$ cat config.mk
export PLATFORM = sky130hd
export DESIGN_NAME = hazard_interlock
export DESIGN_NICKNAME = d
export VERILOG_FILES = /design/src/rtl/hazard_interlock.sv
export SDC_FILE = /design/constraint.sdc
export NUM_CORES = 1
export LEC_CHECK = 0
export BUFFER_PORTS_ARGS = -buffer_cell sky130_fd_sc_hd__buf_2
export CORE_AREA = 4 4 41 43
export DETAILED_ROUTE_END_ITERATION = 8
export DIE_AREA = 0 0 45 47
export PLACE_DENSITY_LB_ADDON = 0.3
export SLEW_MARGIN = 20
export SYNTH_ARGS = -nofsm -noshare
export SYNTH_HDL_FRONTEND = slang
export SYNTH_SLANG_ARGS = --single-unit
$ cat constraint.sdc
create_clock -name vclk -period 1.6
set_clock_uncertainty 0.1 [all_clocks]
set_input_delay 0.24 -clock vclk [all_inputs]
set_output_delay 0.24 -clock vclk [all_outputs]
set_load 0.02 [all_outputs]
$ cat src/rtl/hazard_interlock.sv
module hazard_interlock #(
  parameter int RW = 5
) (
  input  logic          fwd_en,
  input  logic [RW-1:0] id_rs1,
  input  logic [RW-1:0] id_rs2,
  input  logic          id_uses_rs2,
  input  logic [RW-1:0] ex_rd,
  input  logic          ex_we,
  input  logic          ex_load,
  input  logic [RW-1:0] mem_rd,
  input  logic          mem_we,
  input  logic          mem_wait,
  output logic          pc_hold,
  output logic          ifid_hold,
  output logic          idex_bubble,
  output logic          freeze
);
  localparam logic [RW-1:0] ZERO_REG = '0;

  logic ex_live, mem_live, ex_hit, mem_hit, raw_stall;

  assign ex_live  = ex_we  && (ex_rd  != ZERO_REG);
  assign mem_live = mem_we && (mem_rd != ZERO_REG);

  assign ex_hit  = ex_live  && ((ex_rd  == id_rs1) || (id_uses_rs2 && ex_rd  == id_rs2));
  assign mem_hit = mem_live && ((mem_rd == id_rs1) || (id_uses_rs2 && mem_rd == id_rs2));

  assign raw_stall = fwd_en ? (ex_hit && ex_load) : (ex_hit || mem_hit);

  assign freeze      = mem_wait;
  assign pc_hold     = mem_wait || raw_stall;
  assign ifid_hold   = mem_wait || raw_stall;
  assign idex_bubble = raw_stall && !mem_wait;
endmodule

==> results of run 1 <==
-- cell type report --
| cell class | count | area, µm² |
|---|---|---|
| fillers | 146 | 684 |
| inverters | 1 | 3.75 |
| multi-input cells | 35 | 308 |
| well taps | 15 | 18.8 |
| repair buffers | 42 | 287 |
-- routing by layer --
| metal | vias up | global-route usage [%] | routed length, µm | part of all wire (%) |
|---|---|---|---|---|
| li1 | 214 | - | - | - |
| met1 | 174 | 12.8 | 397 | 39 |
| met2 | 18 | 21.2 | 554 | 54 |
| met3 | 0 | 0.383 | 75 | 7.3 |
| met4 | 0 | 0 | 0 | 0 |
| met5 | - | 0 | 0 | 0 |
-- synthesized netlist by cell type --
| cell | instances |
|---|---|
| buf_4 | 2 |
| a32oi_1 | 2 |
| o22a_2 | 1 |
| nor3_1 | 2 |
| xor2_1 | 18 |
| nor4_2 | 1 |
| o221ai_1 | 1 |
| nand2b_1 | 1 |
| xnor2_1 | 2 |
| or4_1 | 2 |
| nor2_1 | 3 |
| inv_1 | 1 |
| o211ai_1 | 1 |
| nor4_1 | 1 |
-- worst max-delay path, cell delays in order --
cell     delay (ns)
buf_2          0.12
xor2_1         0.16
nor4_2         0.26
a32oi_1        0.13
o22a_2         0.26
nor2_1         0.10
buf_4          0.14
-- cells by family after synthesis --
group | synth area share, %
AOI/OAI and AO/OA | 14.6
xor gates and xnor gates | 58.6
and+or+nand+nor | 20.5
buffers and inverters | 6.27
-- power by group --
part / switching [mW] / total, mW / internal (mW)
combinational: 0.0690 / 0.160 / 0.0907
sequential: 0 / 0 / 0
clock: 0 / 0 / 0
-- worst max path at each step --
stage | startpoint | endpoint | slack, ns | depth (start not counted)
2_1_floorplan | ex_rd[3] | pc_hold | -0.05 | 5
3_3_place_gp | ex_rd[3] | ifid_hold | -0.23 | 6
3_5_place_dp | id_rs2[2] | idex_bubble | -0.24 | 7
4_1_cts | id_rs2[1] | idex_bubble | -0.19 | 7
5_1_grt | ex_rd[0] | idex_bubble | -0.25 | 7
6_report | ex_rd[0] | idex_bubble | -0.16 | 7
-- timing repair --
action / CTS / global route
setup buffers: 1 / 0
pin swaps: 7 / 2
setup endpoints to repair: 3 / 3
resized for setup: 13 / 1
hold buffers: 0 / 0
hold endpoints to repair: 0 / 0
-- stage by stage --
step / TNS [ns] / area (µm²) / total power, mW
after floorplan: -0.0904 / 310 / 0.0636
after global placement: -0.679 / 543 / 0.139
after detailed placement: -0.674 / 543 / 0.140
after CTS: -0.524 / 611 / 0.158
after global routing: -0.669 / 617 / 0.176
final: -0.475 / 617 / 0.160
==> impl_metrics.json, run 1 <==
{
  "outcome": "finished, violations left",
  "violations": "setup timing",
  "rsz0062_at_grt": "yes",
  "clock_buffers": 0,
  "crit_fanout": 3,
  "drt-total-wl_um": 1030,
  "setup_ws_ns": -0.163,
  "arrival_ns": 1.42,
  "p_leak_nw": 0.307,
  "setup_viol": 3,
  "die-height_um": 47,
  "dr.pass1.iters": 1,
  "fin_hold_ws_ns": 0.634,
  "dieArea_um2": 2120,
  "period_minus_slack_ns": 1.76,
  "mappedNetlistArea_um2": 299,
  "period_share_pct": 110,
  "grt-ovfl-total": 0,
  "drive_gt1_share_pct": 62.8,
  "synth_area_per_cell_um2": 7.87,
  "vias_per_cell": 4.37,
  "required_ns": 1.26,
  "cap_violations": 0,
  "hp-start": "mem_wait",
  "io_buffers": 30,
  "finalMaxSlewViolations": 0,
  "syn2layout_area_growth_pct": 106,
  "synthTopCellsByArea": "xor2_1, a32oi_1, xnor2_1",
  "grt_first_pass_wirelength_um": 1740,
  "gr-usage-all-layers_pct": 10.5,
  "wl_per_cell_um": 11.0,
  "whs_path_depth": 2,
  "grt_pass1_vias": 441,
  "post-place-ws_ns": -0.242,
  "grt_max_degree": 4,
  "final-instance-count-excl-fill": 93,
  "crit_type": "primary input to output pin",
  "coreArea_um2": 1300,
  "max_slew_margin_pct": 85.8,
  "power.density_nw_per_um2": 259,
  "antenna_cells": 0,
  "regArea_um2": 0,
  "cp-end-kind": "output pin",
  "synth_area_leader_cell": "xor2_1",
  "nets": 106,
  "die_w_um": 45,
  "postLayoutCoreUtil_pct": 47.4,
  "antenna_found_initial": 0,
  "start_util_pct": 23.0,
  "drt_iter0_drc": 0,
  "dp_hpwl_um": 900,
  "flops_and_latches": 0,
  "most-common-layout-cells": "buf_2, xor2_1, buf_4, buf_6, nor2_1",
  "ys_warn_count": 0,
  "fmax_mhz": 567,
  "worstMarginPinSlew_ns": 0.211,
  "critPathLaunchType": "primary input",
  "synthCells": 38,
  "rows": 13,
  "vias": 406,
  "finalHoldViolCount": 0,
  "drc": 0,
  "io_pins": 30,
  "ant_nets": 0,
  "hold_class": "primary input to output pin",
  "synth_top_area_share_pct": 52.7,
  "place_inst": 92,
  "ir_worst_vdd_v": 0.000101,
  "yosysSeqAreaShare_pct": 0,
  "holdPathEnd": "freeze",
  "ys_types": 14,
  "mostFrequentLayoutCell": "buf_2",
  "syn-num-nets": 64,
  "gp_routability_congestion": 0.763
}
(Power assumes the default switching activity.)
==> run 2: changes to the inputs <==
- SETUP_SLACK_MARGIN: not set -> 0.1
==> run 2 against run 1 <==
  * The run still ends with setup timing left
  * Worst hold slack about the same
  * Combinational power about the same
  * Largest cell class unchanged
  * Maximum frequency fell by 1.4%
  * Utilization increased by 0.48 points
  * Highest routed layer unchanged
  * Die area unchanged
  * Final cell count down 1.1%
  * Total power rose by 0.72%
==> impl_metrics.json, run 2 (synthesized netlist as in run 1, its figures left out) <==
{
  "p_leak_nw": 0.306,
  "arrival_ns": 1.45,
  "critPathLaunchType": "primary input",
  "power.density_nw_per_um2": 258,
  "ant_nets": 0,
  "io_buffers": 30,
  "required_ns": 1.26,
  "ir_worst_vdd_v": 0.000113,
  "violations": "setup timing",
  "die_w_um": 45,
  "vias_per_cell": 4.37,
  "start_util_pct": 23.0,
  "dp_hpwl_um": 926,
  "grt_pass1_vias": 417,
  "flops_and_latches": 0,
  "dr.max_layer_used": "met3",
  "dieArea_um2": 2120,
  "drt-total-wl_um": 1000,
  "grt_first_pass_wirelength_um": 1590,
  "timing.setup.tns_ns": -0.491,
  "crit_fanout": 2,
  "finalHoldViolCount": 0,
  "antenna_cells": 0,
  "fillers": 139,
  "period_share_pct": 112,
  "drive_gt1_share_pct": 63.6,
  "place_inst": 92,
  "critPathLaunch": "id_rs2[1]",
  "dr.pass1.iters": 2,
  "io_pins": 30,
  "mostFrequentLayoutCell": "buf_2",
  "most-common-layout-cells": "buf_2, xor2_1, buf_4, buf_6, nor2_1",
  "post_cts_buffers": 0,
  "outcome": "finished, violations left",
  "clock_buffers": 0,
  "fmax_mhz": 559,
  "crit_type": "primary input to output pin",
  "rsz0062_at_grt": "yes",
  "cp-end-kind": "output pin",
  "wl_per_cell_um": 10.9,
  "nets": 105,
  "worstMarginPinSlew_ns": 0.220,
  "fin_hold_ws_ns": 0.635,
  "setup_ws_ns": -0.189,
  "period_minus_slack_ns": 1.79,
  "hp-start": "mem_wait",
  "wl_met2_um": 505,
  "max_slew_margin_pct": 85.2,
  "cts-hold-fix-buffers": 0,
  "gp_routability_congestion": 0.773,
  "rows": 13,
  "coreArea_um2": 1300,
  "regArea_um2": 0,
  "hold_class": "primary input to output pin",
  "cp_slowest_cell": "nor4_2",
  "routed-wl-met3_um": 102,
  "setup_viol": 3,
  "grt_max_degree": 4,
  "vias": 402,
  "drc": 0,
  "wl_met1_um": 395,
  "power_mw": 0.161,
  "die-height_um": 47,
  "antenna_found_initial": 0,
  "syn2layout_area_growth_pct": 108,
  "crit_path_cell_trace": "buf_6, xor2_2, nor4_2, a32oi_1, o22a_2, nor2_1, buf_4",
  "cap_violations": 0,
  "slowest_delay_ns": 0.28,
  "grt-ovfl-total": 0,
  "gr-usage-all-layers_pct": 9.60,
  "drt_iter0_drc": 4,
  "finalMaxSlewViolations": 0,
  "final-instance-count-excl-fill": 92
}
-- run 2: layout make-up --
cell class / instances / area (µm²) / area share (%)
Inverter: 1 / 3.75 / 0.602
Tap cell: 15 / 18.8 / 3.01
Timing Repair Buffer: 41 / 285 / 45.8
Multi-Input combinational cell: 35 / 315 / 50.6
-- run 2: stage by stage --
step,worst slack (ns),area [µm²],utilization [%]
CTS,-0.192,607,46.6
floorplan,-0.0536,310,-
detailed placement,-0.216,543,41.7
global route,-0.234,623,47.9
finish,-0.189,623,47.9
global placement,-0.231,543,41.7
-- run 2: worst paths after layout --
path / slack, ns / to / cells after the start
max: -0.19 / idex_bubble / 7
min: 0.63 / freeze / 2
-- run 2: layer usage --
metal | vias up | global-route usage, %
met2 | 18 | 18.4
met5 | - | 0
met1 | 172 | 11.7
met4 | 0 | 0
met3 | 0 | 1.92
li1 | 212 | -
-- run 2: timing repair --
action,in CTS,in global routing
gates resized for setup,16,3
cloned,0,0
endpoints found under the setup margin,3,3
pin swaps,10,1
-- run 2: power breakdown --
group	leakage, nW	internal [mW]	total [mW]	switching, mW
Clock	0	0	0	0
Sequential	0	0	0	0
Combinational	0.306	0.0916	0.161	0.0693
-- run 2: critical path: cells and delay by family --
kind / cells / cell delay, ns
AO/OA/AOI/OAI: 2 / 0.41
XOR/XNOR: 1 / 0.17
buffers and inverters: 2 / 0.24
AND/OR/NAND/NOR: 2 / 0.39
